$ cat src/rtl/pbs_pkg.sv
package pbs_pkg;

   // Fixed header positions; channels and length checking depend on them.
   localparam int HDR_SRC  = 0;
   localparam int HDR_LEN  = 4;
   localparam int HDR_TYPE = 5;

   localparam logic [3:0] ASP_GREEN  = 4'h1;
   localparam logic [3:0] ASP_YELLOW = 4'h2;
   localparam logic [3:0] ASP_RED    = 4'h4;

   typedef struct packed {
      logic [2:0] bit_no;
      logic [4:0] byte_no;
   } sel_t;

   function automatic logic [3:0] pick_aspect(input logic imd, input logic adj);
      if (imd)      return ASP_RED;
      else if (adj) return ASP_YELLOW;
      else          return ASP_GREEN;
   endfunction

endpackage

$ cat src/rtl/pbs_frame_track.sv
module pbs_frame_track
   import pbs_pkg::*;
#(
   parameter int IDX_W     = 6,
   parameter bit LEN_CHECK = 1'b1
) (
   input  logic             clk,
   input  logic             rst_n,
   input  logic             in_valid,
   input  logic [7:0]       in_byte,
   input  logic             in_sop,
   input  logic             in_eop,
   input  logic             in_crc_ok,
   output logic             beat,
   output logic [IDX_W-1:0] cur_idx,
   output logic [7:0]       src_now,
   output logic [7:0]       type_now,
   output logic             commit
);

   localparam logic [IDX_W-1:0] I_SRC  = IDX_W'(HDR_SRC);
   localparam logic [IDX_W-1:0] I_LEN  = IDX_W'(HDR_LEN);
   localparam logic [IDX_W-1:0] I_TYPE = IDX_W'(HDR_TYPE);
   localparam logic [IDX_W-1:0] I_SAT  = {IDX_W{1'b1}};

   logic [IDX_W-1:0] cnt_q;
   logic             active_q;
   logic [7:0]       src_q, type_q, len_q;
   logic [7:0]       len_now;
   logic             len_ok;
   logic             hdr_seen;
   logic             sat;

   assign beat     = in_valid && (in_sop || active_q);
   assign cur_idx  = in_sop ? '0 : cnt_q;
   assign sat      = (cur_idx == I_SAT);
   assign src_now  = (beat && cur_idx == I_SRC)  ? in_byte : src_q;
   assign type_now = (beat && cur_idx == I_TYPE) ? in_byte : type_q;
   assign len_now  = (beat && cur_idx == I_LEN)  ? in_byte : len_q;
   assign hdr_seen = (cur_idx >= I_TYPE);

   generate
      if (LEN_CHECK) begin : g_len_chk
         assign len_ok = !sat && (len_now == (8'(cur_idx) + 8'd1));
      end else begin : g_len_free
         assign len_ok = 1'b1;
      end
   endgenerate

   assign commit = beat && in_eop && in_crc_ok && hdr_seen && len_ok;

   always_ff @(posedge clk) begin
      if (!rst_n) begin
         cnt_q    <= '0;
         active_q <= 1'b0;
         src_q    <= '0;
         type_q   <= '0;
         len_q    <= '0;
      end else if (beat) begin
         cnt_q    <= sat ? cur_idx : cur_idx + 1'b1;
         active_q <= !in_eop;
         src_q    <= src_now;
         type_q   <= type_now;
         len_q    <= len_now;
      end
   end

endmodule

$ cat src/rtl/pbs_chan.sv
module pbs_chan
   import pbs_pkg::*;
#(
   parameter int IDX_W = 6
) (
   input  logic             clk,
   input  logic             rst_n,
   input  logic             beat,
   input  logic             in_sop,
   input  logic [IDX_W-1:0] cur_idx,
   input  logic [7:0]       in_byte,
   input  logic             commit,
   input  logic [7:0]       src_now,
   input  logic [7:0]       type_now,
   input  logic [7:0]       cfg_src,
   input  logic [7:0]       cfg_type,
   input  logic [7:0]       cfg_sel,
   output logic             held
);

   sel_t             sel;
   logic [IDX_W-1:0] off;
   logic             at_sel;
   logic             got_q, got_now;
   logic             cand_q, cand_now;
   logic             match;

   assign sel      = sel_t'(cfg_sel);
   assign off      = IDX_W'(sel.byte_no);
   assign at_sel   = beat && (cur_idx == off);
   assign got_now  = (in_sop ? 1'b0 : got_q) | at_sel;
   assign cand_now = at_sel ? in_byte[sel.bit_no] : cand_q;
   assign match    = (src_now == cfg_src) && (type_now == cfg_type);

   always_ff @(posedge clk) begin
      if (!rst_n) begin
         got_q  <= 1'b0;
         cand_q <= 1'b0;
         held   <= 1'b0;
      end else begin
         if (beat) begin
            got_q  <= got_now;
            cand_q <= cand_now;
         end
         if (commit && match && got_now)
            held <= cand_now;
      end
   end

endmodule

$ cat src/rtl/pbs_status_reg.sv
module pbs_status_reg
   import pbs_pkg::*;
#(
   parameter int N_DIR = 2,
   localparam int ST_W = 4 * N_DIR
) (
   input  logic            clk,
   input  logic            rst_n,
   input  logic [N_DIR-1:0] imd,
   input  logic [N_DIR-1:0] adj,
   output logic [ST_W-1:0] status,
   output logic            status_chg
);

   logic [ST_W-1:0] next_st;

   generate
      for (genvar d = 0; d < N_DIR; d++) begin : g_dir
         assign next_st[4*d +: 4] = pick_aspect(imd[d], adj[d]);
      end
   endgenerate

   always_ff @(posedge clk) begin
      if (!rst_n) begin
         status     <= {N_DIR{ASP_GREEN}};
         status_chg <= 1'b0;
      end else begin
         status     <= next_st;
         status_chg <= (next_st != status);
      end
   end

endmodule

$ cat src/rtl/pbs_aspect_top.sv
module pbs_aspect_top
   import pbs_pkg::*;
#(
   parameter int N_DIR     = 2,
   parameter int MAX_BYTES = 32,
   parameter bit LEN_CHECK = 1'b1,
   localparam int N_CH  = 2 * N_DIR,
   localparam int ST_W  = 4 * N_DIR,
   localparam int IDX_W = $clog2(MAX_BYTES) + 1
) (
   input  logic              clk,
   input  logic              rst_n,
   input  logic              in_valid,
   input  logic [7:0]        in_byte,
   input  logic              in_sop,
   input  logic              in_eop,
   input  logic              in_crc_ok,
   input  logic [8*N_CH-1:0] cfg_src,
   input  logic [8*N_CH-1:0] cfg_type,
   input  logic [8*N_CH-1:0] cfg_sel,
   output logic [ST_W-1:0]   status,
   output logic              status_chg
);

   generate
      if (N_DIR < 1)
         $error("pbs_aspect_top: N_DIR must be at least 1");
      if (MAX_BYTES < 32 || MAX_BYTES > 128)
         $error("pbs_aspect_top: MAX_BYTES must lie in 32..128");
   endgenerate

   logic             beat;
   logic [IDX_W-1:0] cur_idx;
   logic [7:0]       src_now, type_now;
   logic             commit;
   logic [N_CH-1:0]  held;
   logic [N_DIR-1:0] imd, adj;

   pbs_frame_track #(.IDX_W(IDX_W), .LEN_CHECK(LEN_CHECK)) u_trk (
      .clk      (clk),
      .rst_n    (rst_n),
      .in_valid (in_valid),
      .in_byte  (in_byte),
      .in_sop   (in_sop),
      .in_eop   (in_eop),
      .in_crc_ok(in_crc_ok),
      .beat     (beat),
      .cur_idx  (cur_idx),
      .src_now  (src_now),
      .type_now (type_now),
      .commit   (commit)
   );

   generate
      for (genvar k = 0; k < N_CH; k++) begin : g_ch
         pbs_chan #(.IDX_W(IDX_W)) u_ch (
            .clk     (clk),
            .rst_n   (rst_n),
            .beat    (beat),
            .in_sop  (in_sop),
            .cur_idx (cur_idx),
            .in_byte (in_byte),
            .commit  (commit),
            .src_now (src_now),
            .type_now(type_now),
            .cfg_src (cfg_src[8*k +: 8]),
            .cfg_type(cfg_type[8*k +: 8]),
            .cfg_sel (cfg_sel[8*k +: 8]),
            .held    (held[k])
         );
      end
      for (genvar d = 0; d < N_DIR; d++) begin : g_pair
         assign imd[d] = held[2*d];
         assign adj[d] = held[2*d+1];
      end
   endgenerate

   pbs_status_reg #(.N_DIR(N_DIR)) u_st (
      .clk       (clk),
      .rst_n     (rst_n),
      .imd       (imd),
      .adj       (adj),
      .status    (status),
      .status_chg(status_chg)
   );

endmodule

$ cat config.mk
export PLATFORM = sky130hd
export DESIGN_NAME = pbs_aspect_top
export DESIGN_NICKNAME = d
export VERILOG_FILES = /design/src/rtl/pbs_pkg.sv /design/src/rtl/pbs_frame_track.sv /design/src/rtl/pbs_chan.sv /design/src/rtl/pbs_status_reg.sv /design/src/rtl/pbs_aspect_top.sv
export SDC_FILE = /design/constraint.sdc
export NUM_CORES = 1
export LEC_CHECK = 0
export BUFFER_PORTS_ARGS = -buffer_cell sky130_fd_sc_hd__buf_2
export CAP_MARGIN = 10
export CORE_MARGIN = 1.5
export CORE_UTILIZATION = 40
export CTS_BUF_LIST = sky130_fd_sc_hd__clkbuf_16
export DETAILED_ROUTE_END_ITERATION = 10
export GPL_TIMING_DRIVEN = 1
export HOLD_SLACK_MARGIN = 0.06
export PLACE_DENSITY = 0.61
export RECOVER_POWER = 25
export SLEW_MARGIN = 10
export SYNTH_ARGS = -nofsm -noshare
export SYNTH_HDL_FRONTEND = slang
export SYNTH_SLANG_ARGS = --single-unit
$ cat constraint.sdc
create_clock -name clk -period 6.6 [get_ports clk]
set_clock_uncertainty 0.05 [all_clocks]
set_input_delay 1.32 -clock clk [delete_from_list [all_inputs] [get_ports clk]]
set_output_delay 1.32 -clock clk [all_outputs]
set_load 0.01 [all_outputs]
==> results of run 1 <==
==> final cells by class <==
class,count,area share
inverter,33,0.0235
sequential,50,0.190
timing repair buffer,116,0.108
tap,140,0.0332
antenna,1,0.000475
clock inverter,3,0.00926
multi-input combinational,417,0.611
clock buffer,5,0.0237
==> state kept, by name, indices dropped and copies added, names as in the netlist <==
signal	count
u_st.status	6
u_trk.active_q	1
u_trk.len_q	8
g_ch.u_ch.got_q	4
g_ch.u_ch.held	4
u_st.status_chg	1
u_trk.cnt_q	6
u_trk.type_q	8
u_trk.src_q	8
g_ch.u_ch.cand_q	4
==> cell families after synthesis <==
| kind of cell | count (synthesis) |
|---|---|
| AO/OA/AOI/OAI | 121 |
| XOR/XNOR | 79 |
| adder cells (fa/ha/maj) | 2 |
| buffers and inverters | 72 |
| flip-flops | 50 |
| multiplexers | 41 |
| other | 1 |
| AND/OR/NAND/NOR | 172 |
==> Yosys cell counts, types with 10 or more instances <==
cell type and instances:
a21oi_1 14, clkbuf_1 20, dfxtp_1 50, inv_1 33
mux2i_1 27, nand2_1 26, nand2b_1 10, nand3_1 11
nand4_1 14, nor2_1 21, nor2b_1 33, nor4_1 10
o21ai_0 15, xnor2_1 48, xor2_1 31
==> worst max-delay path: cells and delay by family <==
family | cells | cell delay [ns]
AO/OA/AOI/OAI | 3 | 1.32
AND/OR/NAND/NOR | 4 | 0.89
buffers and inverters | 1 | 0.49
multiplexers | 1 | 0.34
adder cells (fa/ha/maj) | 1 | 0.23
==> cells in the final DEF (no fill, tap or decap), types with 7 or more instances in the layout <==
cell and count:
a21oi_1 14, a31oi_1 9, buf_2 108, clkbuf_1 8
dfxtp_1 50, inv_1 33, mux2i_1 27, mux4_2 8
nand2_1 26, nand2b_1 10, nand3_1 11, nand4_1 14
nor2_1 21, nor2b_1 33, nor4_1 10, nor4bb_1 8
o21ai_0 15, o221ai_1 9, o22ai_1 7, o32ai_1 9
xnor2_1 48, xor2_1 31
==> how the worst min path moves through the flow <==
stage	startpoint	endpoint	slack, ns
final	g_ch[3].u_ch.got_q	g_ch[3].u_ch.got_q	0.43
after CTS	g_ch[3].u_ch.got_q	g_ch[3].u_ch.got_q	0.43
after global placement	g_ch[3].u_ch.got_q	g_ch[3].u_ch.got_q	0.41
after global routing	g_ch[3].u_ch.got_q	g_ch[3].u_ch.got_q	0.45
after floorplan	g_ch[0].u_ch.held	u_st.status[1]	0.38
after detailed placement	g_ch[2].u_ch.held	u_st.status[5]	0.41
==> layer usage <==
metal / share of wire / wire [um]
met1: 0.43 / 6550
met2: 0.47 / 7130
met3: 0.076 / 1160
met4: 0.024 / 367
met5: 0 / 0
==> power groups by stage <==
| stage | registers, mW | logic, mW | clock network [mW] |
|---|---|---|---|
| 3_5_place_dp | 0.330 | 0.209 | 0 |
| 4_1_cts | 0.323 | 0.210 | 0.316 |
| 3_3_place_gp | 0.330 | 0.206 | 0 |
| 5_1_grt | 0.325 | 0.231 | 0.327 |
| 6_report | 0.323 | 0.212 | 0.310 |
| 2_1_floorplan | 0.317 | 0.140 | 0 |
==> impl_metrics.py, run 1 <==
metrics = {
    "run_status": {
        "status": "finished with violations",
        "violated_checks": "max-capacitance violations, max-slew violations",
    },
    "logic_synthesis": {
        "synth-seq-area-share": 0.221,
        "synth_simple_gate_area_share": 0.234,
        "yosysTopAreaCell": "dfxtp_1",
        "share_of_yosys_cell_area_claimed_by_the_top_area_cell_type": 0.221,
        "synth.mux.area_fraction": 0.115,
        "netlist-cell-type-count": 69,
        "main_area_contributors_after_synthesis": "dfxtp_1 (22%), xnor2_1 (9.3%), xor2_1 (6.0%)",
        "ys_seq_elements": 50,
        "postSynth.asyncResetShare": 0,
        "yosys_warnings": 0,
        "postSynthCellCount": 538,
        "synth_flop_cell": "dfxtp_1",
        "synth_edf_count": 0,
        "syn-mean-instance-area_um2": 8.40,
        "post_synth_xor_area_fraction": 0.153,
        "synth_compound_area_frac": 0.203,
        "synth-adder-area-share": 0.00554,
        "largest_family_of_logic_cells_by_synthesized_area": "simple AND/OR/NAND/NOR gates",
        "synth.cell_area_um2": 4520,
    },
    "die": {
        "floorplan.die.height_um": 109,
        "initial_core_util": 0.413,
        "die_span_in_x_um": 109,
        "rows": 38,
        "die_area_um2": 11900,
        "floorplan.io_pins": 119,
        "design.core.area_um2": 10900,
    },
    "worst_setup_path": {
        "worst-r2r-cell-count": 10,
        "slowest_stage": "a2111oi_0",
        "crit_arrival_ns": 4.61,
        "reg2reg_setup_slack_ns": 2.69,
        "worstSetupEndpointType": "flip-flop",
        "cp_max_fo": 34,
        "reg_to_reg_end": "g_ch[0].u_ch.held",
        "setup.worst_path.start": "in_sop",
        "capture_point_of_the_critical_path": "g_ch[0].u_ch.held",
        "crit_required_ns": 6.73,
        "rr_startpoint": "u_trk.cnt_q[0]",
        "setup.worst_path.class": "input port to flip-flop",
        "startpoint_type": "input port",
        "crit_path_cell_trace": "buf_2 > nor2_1 > ha_1 > and3_1 > and3_1 > a2111oi_0 > o221ai_1 > a2111oi_0 > nand4_1 > mux2_1",
        "crit_path_max_incr_delay_ns": 0.72,
    },
    "final_layout": {
        "layout-area-overhead-vs-synth_pct": 16.6,
        "final_net_count": 735,
        "fin_cells": 765,
        "layout.area.seq_um2": 1000,
        "final_layout_size_suffix_gt1_frac": 0.229,
        "num-fill-cells": 1122,
        "final_core_utilization": 0.482,
        "final_area_um2": 5270,
        "multi_input_comb_area_um2": 3220,
    },
    "placement": {
        "io_buffers": 116,
        "place_congestion": 0.953,
        "postPlaceCellArea_um2": 5100,
        "post_detailed_placement_half_perimeter_wirelength_um": 11400,
        "worst_slack_at_placement_ns": 1.86,
        "dp.cells": 756,
    },
    "global_route": {
        "vias_in_the_first_global_route": 4421,
        "global_route.usage.met2": 0.422,
        "gr-usage-all-layers": 0.259,
        "met3_usage": 0.0373,
        "grt_max_degree": 47,
        "first_pass_grt_wire_length_um": 23600,
        "globalRoute.totalOverflow": 0,
        "grt_most_used_layer": "met2",
        "number_of_antenna_violations_at_the_first_check_in_global_routing": 1,
        "globalRouteMet1Util": 0.351,
    },
    "clocking": {
        "post-cts-setup-buffers": 0,
        "clk_latency_ns": 0.29,
        "cts_tree": "done",
        "htree_num_levels": 2,
        "post_cts_resized": 0,
        "cts_hold_buf": 0,
        "cts_num_sinks": 50,
        "cts.reportedPaths.clkPinSlew_ns": 0.07,
        "clock_tree.buffer_depth": 2,
        "root_buffer": "clkbuf_16",
        "tritoncts.num_buffers": 5,
    },
    "timing": {
        "grt_setup_unrepaired": "no",
        "fin_crit_ns": 4.48,
        "setup_total_negative_slack_ns": 0,
        "finalWorstSetupSlack_ns": 2.12,
        "tightestPinTransition_ns": 1.78,
        "max-slew-margin-rel": -0.185,
        "hold_slack_ns": 0.426,
        "report.final.slew_viol_count": 47,
        "fmaxAchievable_mhz": 223,
        "period_share": 0.678,
        "final-hold-violation-count": 0,
        "setup_violations": 0,
    },
    "power": {
        "portion_of_total_power_attributed_to_the_clock_network": 0.367,
        "switching_share": 0.307,
        "power_density_nw_per_um2": 161,
        "cell_internal_pwr_uw": 586,
        "p_comb_frac": 0.251,
        "total_leakage_power_nw": 2.02,
        "ir_worst_vdd_mv": 0.131,
        "pwr-share-seq": 0.382,
        "switching_power_uw": 260,
        "power_uw": 846,
    },
    "routing": {
        "vias": 4616,
        "dr_wl_cell_um": 19.9,
        "drt_pre_antenna_iters": 4,
        "routed_wl_um": 15200,
        "postRouteAntennaNets": 0,
        "remaining_drc_errors": 0,
        "drtIter0Drc": 338,
        "vias_per_cell": 6.03,
    },
    "run": {
        "number_of_maximum_capacitance_violations": 1,
    },
    "min_path": {
        "hold_path_depth": 2,
        "hold_class": "flip-flop to flip-flop",
    },
}
Power figures use the tool's default switching activity.
==> run 2, diff against run 1 <==
--- a/config.mk
+++ b/config.mk
@@ -13,7 +13,7 @@
 export DETAILED_ROUTE_END_ITERATION = 10
 export GPL_TIMING_DRIVEN = 1
 export HOLD_SLACK_MARGIN = 0.06
-export PLACE_DENSITY = 0.61
+export PLACE_DENSITY = 0.64
 export RECOVER_POWER = 25
 export SLEW_MARGIN = 10
 export SYNTH_ARGS = -nofsm -noshare
==> constraint.sdc (replaced) <==
create_clock -name clk -period 4 [get_ports clk]
set_clock_uncertainty 0.05 [all_clocks]
set_input_delay 0.8 -clock clk [delete_from_list [all_inputs] [get_ports clk]]
set_output_delay 0.8 -clock clk [all_outputs]
set_load 0.01 [all_outputs]
==> run 2 against run 1 <==
  * The run still ends with max-capacitance violations, max-slew violations left
  * Non-clock buffer count up 10
  * First-iteration DRC count fell by 20%
  * Register-to-register slack worse by 2.1 ns
  * Combinational power grew 74%
  * Global-route usage about the same
  * Core utilization increased by 0.67 points
  * Via count is 0.50% higher
  * Sequential power rose by 63%
  * Die area did not move
  * Sequential share of layout area fell by 0.26 points
  * Largest cell class unchanged
==> impl_metrics.py, run 2 (synthesized netlist as in run 1, its figures left out) <==
metrics = {
    "run_status": {
        "status": "finished with violations",
        "violated_checks": "max-capacitance violations, max-slew violations",
    },
    "global_route": {
        "first_pass_grt_wire_length_um": 23500,
        "vias_in_the_first_global_route": 4471,
        "grt_max_degree": 47,
        "number_of_antenna_violations_at_the_first_check_in_global_routing": 0,
        "gr-usage-all-layers": 0.258,
        "globalRoute.totalOverflow": 0,
    },
    "placement": {
        "io_buffers": 116,
        "place_congestion": 0.982,
        "post_detailed_placement_half_perimeter_wirelength_um": 11700,
        "worst_slack_at_placement_ns": 0.326,
    },
    "final_layout": {
        "layout.cells.most_common_list": "buf_2 (109), dfxtp_1 (50), xnor2_1 (48), inv_1 (33), nor2b_1 (33)",
        "layout-area-overhead-vs-synth_pct": 18.2,
        "antenna_cells_inserted": 0,
        "num-fill-cells": 1081,
        "final_net_count": 745,
        "layout_commonest_cell": "buf_2",
        "final_core_utilization": 0.489,
        "largest_registers": "u_trk.len_q: 8 flops, u_trk.src_q: 8 flops, u_trk.type_q: 8 flops",
        "final_layout_size_suffix_gt1_frac": 0.243,
    },
    "power": {
        "power_density_nw_per_um2": 263,
        "portion_of_total_power_attributed_to_the_clock_network": 0.364,
        "ir_worst_vdd_mv": 0.169,
        "switching_power_uw": 432,
        "cell_internal_pwr_uw": 974,
        "pwr-share-seq": 0.374,
        "p_comb_frac": 0.262,
        "power_mw": 1.41,
        "switching_share": 0.308,
        "total_leakage_power_nw": 2.08,
    },
    "routing": {
        "route.layer.met1.wl_um": 6470,
        "routed.top_layer": "met4",
        "routed_wl_um": 15300,
        "drt_pre_antenna_iters": 5,
        "dr_wl_met3_um": 1270,
        "vias": 4639,
        "vias_per_cell": 5.99,
        "dr_wl_cell_um": 19.7,
        "drtIter0Drc": 271,
        "met2_length_um": 7230,
        "postRouteAntennaNets": 0,
        "remaining_drc_errors": 0,
    },
    "clocking": {
        "htree_num_levels": 2,
        "cts_tree": "done",
        "clk_latency_ns": 0.30,
        "post-cts-setup-buffers": 0,
        "clock_tree.buffer_depth": 2,
        "tritoncts.num_buffers": 5,
        "cts_hold_buf": 0,
        "post_cts_resized": 0,
        "root_buffer": "clkbuf_16",
        "cts_num_sinks": 50,
        "cts.reportedPaths.clkPinSlew_ns": 0.07,
    },
    "timing": {
        "final-hold-violation-count": 0,
        "hold_slack_ns": 0.433,
        "max-slew-margin-rel": -0.179,
        "tightestPinTransition_ns": 1.77,
        "setup_violations": 0,
        "setup_total_negative_slack_ns": 0,
        "fmaxAchievable_mhz": 290,
        "finalWorstSetupSlack_ns": 0.554,
        "fin_crit_ns": 3.45,
        "report.final.slew_viol_count": 47,
        "grt_setup_unrepaired": "no",
        "period_share": 0.862,
    },
    "worst_setup_path": {
        "reg_to_reg_end": "g_ch[0].u_ch.held",
        "worst-r2r-cell-count": 9,
        "reg2reg_setup_slack_ns": 0.61,
        "crit_arrival_ns": 3.58,
        "crit_path_cell_trace": "buf_2 > nand2b_1 > ha_1 > and3_1 > and3_1 > a2111oi_0 > o221ai_1 > a2111oi_0 > nand4_1 > mux2_1",
        "critPathBufInv": 1,
        "worstSetupEndpointType": "flip-flop",
        "setup.worst_path.class": "input port to flip-flop",
        "startpoint_type": "input port",
        "crit_required_ns": 4.14,
        "crit_path_max_incr_delay_ns": 0.57,
        "cp_max_fo": 11,
        "critical-path-top-delay-family": "compound AO/OA/AOI/OAI gates",
        "slowest_stage": "a2111oi_0",
        "rr_startpoint": "u_trk.cnt_q[1]",
    },
    "die": {
        "die_area_um2": 11900,
        "initial_core_util": 0.413,
        "die_span_in_x_um": 109,
        "floorplan.io_pins": 119,
        "design.core.area_um2": 10900,
        "floorplan.die.height_um": 109,
        "rows": 38,
    },
    "min_path": {
        "hold_class": "flip-flop to flip-flop",
        "hold_path_depth": 2,
        "hold_path_endpoint": "g_ch[3].u_ch.got_q",
        "holdCritStartpoint": "g_ch[3].u_ch.got_q",
    },
    "run": {
        "number_of_maximum_capacitance_violations": 1,
    },
}
## run 2: cell types whose count changed in the layout (fill, tap and decap cells not counted)
cell      before  now
buf_2        108  109
diode_2        1    0
clkbuf_1       8    7
buf_4          0   10
## run 2: worst max-delay path by stage
stage                   start           endpoint  cells after the start
6_report               in_sop  g_ch[0].u_ch.held                     10
4_1_cts                in_sop  g_ch[0].u_ch.held                     10
2_1_floorplan          in_sop  g_ch[0].u_ch.held                     15
3_5_place_dp           in_sop  g_ch[0].u_ch.held                     10
5_1_grt        u_trk.cnt_q[3]  g_ch[1].u_ch.held                      7
3_3_place_gp           in_sop  g_ch[2].u_ch.held                     10
## run 2: per-stage QoR
| stage | std cells | instance area (um^2) |
|---|---|---|
| detailed placement | 766 | 5180 |
| global placement | 766 | 5180 |
| floorplan | 539 | 4530 |
| CTS | 774 | 5350 |
| finish | 774 | 5340 |
| global route | 774 | 5340 |
## run 2: area by class of cell
type | instances | area (um^2) | area share
inverters | 33 | 124 | 0.0232
flip-flops and latches | 50 | 1000 | 0.187
clock inverters | 3 | 48.8 | 0.00913
clock buffers | 5 | 125 | 0.0234
repair buffers | 126 | 647 | 0.121
multi-input cells | 417 | 3220 | 0.603
well taps | 140 | 175 | 0.0328
## run 2: tightest hold or removal path: cells and delay by family (launching register included)
| family | cells | cell delay [ns] |
|---|---|---|
| AOI/OAI and AO/OA | 1 | 0.07 |
| DFF | 1 | 0.32 |
| and+or+nand+nor | 1 | 0.05 |
## run 2: metal layers
layer,vias up,global-route usage
met4,0,0.0807
met3,22,0.0468
met5,-,0
li1,2180,-
met2,233,0.435
met1,2204,0.335
## run 2: power groups by stage
stage	Sequential (mW)	Clock, mW	Combinational [mW]
6_report	0.525	0.512	0.368
3_3_place_gp	0.536	0	0.355
5_1_grt	0.527	0.529	0.396
2_1_floorplan	0.524	0	0.232
4_1_cts	0.525	0.513	0.363
3_5_place_dp	0.536	0	0.362
